`src/rtl/tone_ctrl_pkg.sv`:
```
package tone_ctrl_pkg;

    // gate controller states
    typedef enum logic [1:0] {
        GATE_OFF  = 2'd0,
        GATE_RUN  = 2'd1,
        GATE_STOP = 2'd2
    } gate_state_e;

    typedef struct packed {
        gate_state_e state;
        logic        one_seen;   // first boundary of the stop delay already passed
    } gate_reg_t;

    localparam gate_reg_t GATE_RESET = '{state: GATE_OFF, one_seen: 1'b0};

endpackage

```
`src/rtl/tone_divider.sv`:
```
module tone_divider #(
    parameter int unsigned HALF_CNT = 10
) (
    input  logic clk_i,
    input  logic rst_ni,
    output logic tick_o,    // next edge is a half-cycle boundary
    output logic phase_o    // carrier level
);
    localparam int unsigned CNT_W = (HALF_CNT > 1) ? $clog2(HALF_CNT) : 1;
    localparam logic [CNT_W-1:0] LAST = CNT_W'(HALF_CNT - 1);

    typedef struct packed {
        logic [CNT_W-1:0] cnt;
        logic             phase;
    } div_reg_t;

    div_reg_t div_d, div_q;

    always_comb begin
        div_d = div_q;
        if (div_q.cnt == LAST) begin
            div_d.cnt   = '0;
            div_d.phase = ~div_q.phase;
        end else begin
            div_d.cnt = div_q.cnt + CNT_W'(1);
        end
    end

    always_ff @(posedge clk_i or negedge rst_ni) begin
        if (!rst_ni) begin
            div_q <= '0;
        end else begin
            div_q <= div_d;
        end
    end

    assign tick_o  = (div_q.cnt == LAST);
    assign phase_o = div_q.phase;

endmodule

```
`src/rtl/tone_sync.sv`:
```
module tone_sync #(
    parameter int unsigned STAGES = 2
) (
    input  logic clk_i,
    input  logic rst_ni,
    input  logic async_i,
    output logic sync_o
);
    localparam int unsigned DEPTH = (STAGES < 2) ? 2 : STAGES;

    logic [DEPTH-1:0] sync_d, sync_q;

    always_comb begin
        sync_d = {sync_q[DEPTH-2:0], async_i};
    end

    always_ff @(posedge clk_i or negedge rst_ni) begin
        if (!rst_ni) begin
            sync_q <= '0;
        end else begin
            sync_q <= sync_d;
        end
    end

    assign sync_o = sync_q[DEPTH-1];

endmodule

```
`src/rtl/tone_gate.sv`:
```
module tone_gate
    import tone_ctrl_pkg::*;
(
    input  logic clk_i,
    input  logic rst_ni,
    input  logic en_i,
    input  logic arm_i,
    input  logic cont_i,
    input  logic mod_i,
    input  logic tick_i,
    output logic gate_o
);
    gate_reg_t gate_d, gate_q;
    logic      allow;
    logic      want;

    always_comb begin
        allow  = en_i & arm_i;
        want   = allow & (cont_i | mod_i);
        gate_d = gate_q;
        if (!allow) begin
            // stand-by or disarmed: close at once
            gate_d = GATE_RESET;
        end else begin
            case (gate_q.state)
                GATE_OFF: begin
                    if (want && tick_i) begin
                        gate_d.state = GATE_RUN;
                    end
                end
                GATE_RUN: begin
                    if (!want) begin
                        gate_d.state    = GATE_STOP;
                        gate_d.one_seen = tick_i;
                    end
                end
                GATE_STOP: begin
                    if (want) begin
                        gate_d.state    = GATE_RUN;
                        gate_d.one_seen = 1'b0;
                    end else if (tick_i) begin
                        if (gate_q.one_seen) begin
                            gate_d = GATE_RESET;
                        end else begin
                            gate_d.one_seen = 1'b1;
                        end
                    end
                end
                default: begin
                    gate_d = GATE_RESET;
                end
            endcase
        end
    end

    always_ff @(posedge clk_i or negedge rst_ni) begin
        if (!rst_ni) begin
            gate_q <= GATE_RESET;
        end else begin
            gate_q <= gate_d;
        end
    end

    assign gate_o = (gate_q.state != GATE_OFF);

endmodule

```
`src/rtl/tone_ctrl.sv`:
```
module tone_ctrl #(
    parameter int unsigned CLK_HZ      = 50_000_000,
    parameter int unsigned TONE_HZ     = 22_000,
    parameter int unsigned SYNC_STAGES = 2
) (
    input  logic clk_i,
    input  logic rst_ni,
    input  logic en_i,
    input  logic arm_reg_i,
    input  logic arm_pin_i,
    input  logic cont_i,
    input  logic mod_i,
    output logic tone_o,
    output logic active_o,
    output logic pdc_o
);
    localparam int unsigned HALF_RAW = CLK_HZ / (2 * TONE_HZ);
    localparam int unsigned HALF_CNT = (HALF_RAW < 2) ? 2 : HALF_RAW;

    logic tick;
    logic phase;
    logic mod_sync;
    logic gate;

    tone_divider #(
        .HALF_CNT (HALF_CNT)
    ) div_i (
        .clk_i   (clk_i),
        .rst_ni  (rst_ni),
        .tick_o  (tick),
        .phase_o (phase)
    );

    tone_sync #(
        .STAGES (SYNC_STAGES)
    ) sync_i (
        .clk_i   (clk_i),
        .rst_ni  (rst_ni),
        .async_i (mod_i),
        .sync_o  (mod_sync)
    );

    tone_gate gate_i (
        .clk_i  (clk_i),
        .rst_ni (rst_ni),
        .en_i   (en_i),
        .arm_i  (arm_reg_i | arm_pin_i),
        .cont_i (cont_i),
        .mod_i  (mod_sync),
        .tick_i (tick),
        .gate_o (gate)
    );

    assign tone_o   = gate & phase;
    assign active_o = gate;
    assign pdc_o    = gate & ~phase;

endmodule

```
`config.mk`:
```
export PLATFORM = sky130hd
export DESIGN_NAME = tone_ctrl
export DESIGN_NICKNAME = d
export VERILOG_FILES = /design/src/rtl/tone_ctrl_pkg.sv /design/src/rtl/tone_divider.sv /design/src/rtl/tone_sync.sv /design/src/rtl/tone_gate.sv /design/src/rtl/tone_ctrl.sv
export SDC_FILE = /design/constraint.sdc
export NUM_CORES = 1
export LEC_CHECK = 0
export BUFFER_PORTS_ARGS = -buffer_cell sky130_fd_sc_hd__clkbuf_2
export CAP_MARGIN = 10
export CELL_PAD_IN_SITES_DETAIL_PLACEMENT = 0
export CELL_PAD_IN_SITES_GLOBAL_PLACEMENT = 1
export CORE_MARGIN = 2
export CORE_UTILIZATION = 42
export CTS_BUF_LIST = sky130_fd_sc_hd__clkbuf_8
export DETAILED_ROUTE_END_ITERATION = 12
export GPL_ROUTABILITY_DRIVEN = 1
export GPL_TIMING_DRIVEN = 0
export PLACE_DENSITY_LB_ADDON = 0.1
export REMOVE_ABC_BUFFERS = 1
export SLEW_MARGIN = 20
export SYNTH_ARGS = -nofsm -noshare
export SYNTH_HDL_FRONTEND = slang
export SYNTH_SLANG_ARGS = --single-unit
```
`constraint.sdc`:
```
create_clock -name clk_i -period 2 [get_ports clk_i]
set_clock_uncertainty 0.1 [all_clocks]
set_input_delay 0.4 -clock clk_i [delete_from_list [all_inputs] [get_ports clk_i]]
set_output_delay 0.4 -clock clk_i [all_outputs]
set_load 0.01 [all_outputs]
```
# == Yosys cells after proc, flatten, opt, wreduce, memory -nomap -nowiden ==
# Index checks and enable logic that the tools add are counted.
# word_totals
regBits,17
in_bits,7
output_inout_bits,3
# op_classes
add_sub_neg,1
eq_ne,8
n_mux,10
bitwise_logic,7
n_reduce_logical,5
# op_table
cell,n
2-to-1 mux 3 bit,4
"adder 11 x 1 -> 11 bit, second input constant",1
"== test 11 bit, second input constant",1
2-to-1 mux 11 bit,1
"!= test 4 x 3 -> 1 bit, second input constant",2
"!= test 3 bit, second input constant",2
case mux 2 bit (3 select lines),1
AND 1 bit,4
2-to-1 mux 2 bit,2
AND reduction 4 bit,1
case mux 1 bit (3 select lines),1
AND reduction 3 bit,1
"== test 2 x 1 -> 1 bit, second input constant",1
"== test 2 bit, second input constant",1
logical NOT 2 bit,1
"!= test 2 bit, second input constant",1
bitwise OR 1 bit,2
nonzero test 2 bit,1
logical AND 1 bit,1
2-to-1 mux 1 bit,1
NOT 1 bit,1

# == Depth between registers and ports, before layout ==
# depth
word_depth,7
depth_mapped,6
mapped_depth_nobuf,6

# == Cells and area by module ==
# Synthesis repeated with hierarchy kept, for this count alone.
# hier_totals
cells_unflattened,96
hier_area_um2,980.9
# modules_own_cells
module,n_inst,cells_per_inst,area_per_inst_um2
tone_divider,1,60,624.3
tone_gate,1,31,284.0
tone_sync,1,2,50.0
tone_ctrl,1,3,22.5

# == Worst setup path after synthesis ==
# No wires, ideal clock.
# synth_path
path_type,register to register
from,register gate_i.gate_q[1] in the netlist's numbering
to,register gate_i.gate_q[1] in the netlist's numbering
arrival_ns,1.664
required_ns,1.822
setup_slack_ns,0.158
path_stages_with_launch,7
path_buffers,0
synth_period_minus_slack_ns,1.842
cell_sequence,dfrtp_1 > inv_1 > ha_1 > and2b_4 > o31a_1 > or4_1 > a21boi_1
# synth_via
elab_chain_cells,3
elab_cells_between_ends,10
# synth_rtl
item,line,rtl
from (decl),tone_gate.sv:13,"gate_reg_t gate_d, gate_q;"
from (signal assigned),tone_gate.sv:60,gate_q <= gate_d;
"== test 2 bit, or another cell as far along",tone_gate.sv:25,case (gate_q.state)
"!= test 4 x 3 -> 1 bit (no line), or another cell as far along",--,
AND reduction 4 bit (no line) / 2-to-1 mux 3 bit (equally long branches),--,
# Several ways; a longest one is shown, not always the timed one.
# A chain may end at the register's enable or synchronous reset.

# == Worst setup path after layout ==
# Ends and elaborated chain as after synthesis.

==> summary.md <==
| Metric | Value |
|---|---|
| CP Capture Type | `register` |
| DIE AREA | `0.002525 mm^2` |
| Slowest CP cell | `or4_1` |
| Final setup fails | `1` |
| Final Hold Violating Endpoints | `0` |
| Overflow after GRT | `0` |
| Post-DP HPWL | `1159 um` |
| Worst EP required | `2.07 ns` |
| Peak VDD IR | `0.4384 mV` |
| Ys async rst share | `1.000` |
| Number of synthesized flops with an enable pin | `0` |
| Final worst slack | `-0.02142 ns` |
| CP top delay family | `simple AND/OR/NAND/NOR gates` |
| Tot GR Track Use | `0.1422` |
| Cell count after synthesis | `85` |
| Synth-to-layout area growth | `16.85%` |
| Final hold slack | `0.1526 ns` |
| Highest achievable clock rate | `494.7 MHz` |
| Critical R2R Launch | `gate_i.gate_q[1]$_DFFE_PN0P_` |
| Pin count of the biggest net entering global routing | `18` |
| Global routing's busiest layer | `met2` |
| Fin. max-slew vios | `0` |
| Failing checks | `setup timing` |
| Post-DR vias/cell | `5.278` |
| Initial Util | `0.4533` |
| Initial drt markers | `5` |
| Initial antenna violation count | `0` |
| Io pins | `10` |
| Clk buf depth | `2` |
| Max Cap Viol | `0` |
| Clk sinks | `17` |
| Htree depth | `1` |
| Critical path class | `register to register` |
| Fin nets | `113` |
| Syn Area/Cell | `10.57 um^2` |
| Multi-input gate area | `462.9 um^2` |
| Ys flop type | `dfrtp_1` |
| Yosys cell types | `31` |
| Reg2Reg Depth | `6` |
| Synth Area in XOR/XNOR | `0.07799` |
| Met2 Track Usage GR | `0.2237` |
| Rel. slew slack | `0.7173` |
| GR Layer Usage met1 | `0.1810` |
| GP Congestion | `0.7278` |
| Crit-path cells | `inv_1 > ha_1 > and2b_4 > o31a_1 > or4_1 > a21boi_1` |
| Crit path DAT | `2.09 ns` |
| LEAKAGE | `0.0004753 uW` |
| First-pass GRT wire length | `2684 um` |
| Port Buf Inserts | `9` |
| Flop2flop setup slack | `-0.02 ns` |
| #FFs+latches synth | `17` |
| Die width | `50.25 um` |
| Post-route ant nets | `0` |
| Critical path origin | `gate_i.gate_q[1]$_DFFE_PN0P_` |
| WL per Instance | `13.10 um` |
| Reg area | `425.4 um^2` |
| GR Layer Usage met3 | `0.05357` |
| Total Power | `613.7 uW` |
| Status | `finished, violations left` |
| Synth Area in Compound Gates | `0.1281` |
| Synth Warn # | `0` |
| Row Count | `16` |
| Clk_lat worst skew | `0.25 ns` |
| Largest family of logic cells by synthesized area | `simple AND/OR/NAND/NOR gates` |
| Adder-Cell Fraction of Synth Area | `0.08357` |
| Worst flop-to-flop path endpoint | `gate_i.gate_q[1]$_DFFE_PN0P_` |
| Number of global-route vias before repair | `625` |
| Post-layout minimum cycle time | `2.021 ns` |
| Post-synthesis simple-gate area fraction | `0.2019` |
| Die Ht | `50.25 um` |
| Clk slew on worst S/H paths | `0.06 ns` |
| Share of cells above drive strength 1 | `0.2424` |
| End of the critical path | `gate_i.gate_q[1]$_DFFE_PN0P_` |
| Root Buffer | `clkbuf_8` |
| Slowest stage delay, CP | `0.50 ns` |
| Post-synthesis sequential area ratio | `0.4735` |
| Min-delay worst type | `primary input to register` |
| DR pass1 iterations | `4` |
| Mapped cell area | `898.4 um^2` |
| Fin crit share | `1.011` |
| Fillers | `188` |
| Crit start category | `register` |
| Crit path buffers/inverters | `1` |
| CTS Buf Count | `3` |
| ANT cells | `0` |
| Commonest non-fill, non-tap cell in the layout | `dfrtp_1` |
| Worst-path fanout max | `4` |
| RSZ-0062 raised after global routing | `true` |
| Power density cells | `584.6 mW/mm^2` |
| # DRC | `0` |
| Mux share of post-synthesis cell area | `0.01114` |
| Via count | `665` |
| WL final | `1650 um` |
| Levels on crit path | `6` |
| Core ar. | `0.001982 mm^2` |
| CTS tree | `yes` |
| Worst-Margin Slew | `0.4241 ns` |
| Commonest cells after routing, fill and taps aside | `dfrtp_1, clkbuf_2, nor2_1, nand3_1, ha_1` |
==> sequential cells by signal, summed over array words and instances, names as in the netlist <==
name,flops
div_i.div_q,11
div_i.phase_o,1
gate_i.gate_q,3
sync_i.sync_q,2
==> cell families (layout without fill, tap and decap cells) <==
family	count (synthesis)	after routing
simple gates	31	31
compound gates	17	17
flops	17	17
xor+xnor	8	8
fa+ha+maj	6	6
buf+inv	5	19
mux	1	1
==> metrics by stage <==
stage,TNS [ns],setup slack (ns),std cells,utilization,instance area (um^2)
after CTS,0,0.004378,124,0.5164,1023
after floorplan,0,0.1581,83,-,888.4
after detailed placement,0,0.03191,119,0.4880,967.2
final,-0.02142,-0.02142,126,0.5297,1050
after global routing,-0.07679,-0.07679,126,0.5297,1050
after global placement,0,0.02156,119,0.4880,967.2
==> where the power goes <==
group / internal (uW) / switching (uW)
sequential: 346 / 0.976
combinational: 8.96 / 12.9
clock: 138 / 107
==> synthesized netlist by cell type (all sizes together) (2+ instances only) <==
master	instances	area share
ha	6	0.084
nand3	6	0.033
nor2b	2	0.014
buf	2	0.011
nand2	4	0.017
and3	2	0.014
nor2	7	0.029
dfrtp	17	0.47
o21ai	4	0.022
xor2	4	0.039
inv	3	0.013
xnor2	4	0.039
nand4	3	0.021
a21oi	4	0.022
==> worst min-delay path by stage <==
stage	from	endpoint	slack [ns]	depth (start not counted)
CTS	mod_i	sync_i.sync_q[0]$_DFF_PN0_	0.14	1
finish	mod_i	sync_i.sync_q[0]$_DFF_PN0_	0.15	1
global route	mod_i	sync_i.sync_q[0]$_DFF_PN0_	0.15	1
global placement	sync_i.sync_q[0]$_DFF_PN0_	sync_i.sync_q[1]$_DFF_PN0_	0.24	0
floorplan	rst_ni	div_i.div_q[10]$_DFF_PN0_	0.004	0
detailed placement	sync_i.sync_q[0]$_DFF_PN0_	sync_i.sync_q[1]$_DFF_PN0_	0.24	0
==> worst register-to-register path: cells and delay by family, from the launching register on <==
family,cells,cell delay [ns]
and+or+nand+nor,2,0.68
AOI/OAI and AO/OA,2,0.45
DFF,1,0.40
adders and majority gates,1,0.24
buffers and inverters,1,0.08
==> cell type report <==
cell class / count / area share
clock buffer: 3 / 0.03933
clock inverter: 1 / 0.004768
inverter: 3 / 0.01073
multi-input combinational: 63 / 0.4410
sequential: 17 / 0.4052
tap: 27 / 0.03218
timing repair buffer: 12 / 0.06675
==> metal layers <==
layer,up-vias,routed length (um)
met5,-,0
met2,11,768
met4,0,10
li1,329,-
met3,2,73
met1,323,798
==> timing repair <==
action / 4_1_cts / 5_1_grt
setup endpoints to repair: 0 / 3
hold endpoints to repair: 17 / 0
gates resized for setup: 0 / 3
buffers inserted: 0 / 2
hold buffers: 1 / 0
Power figures use the tool's default switching activity.
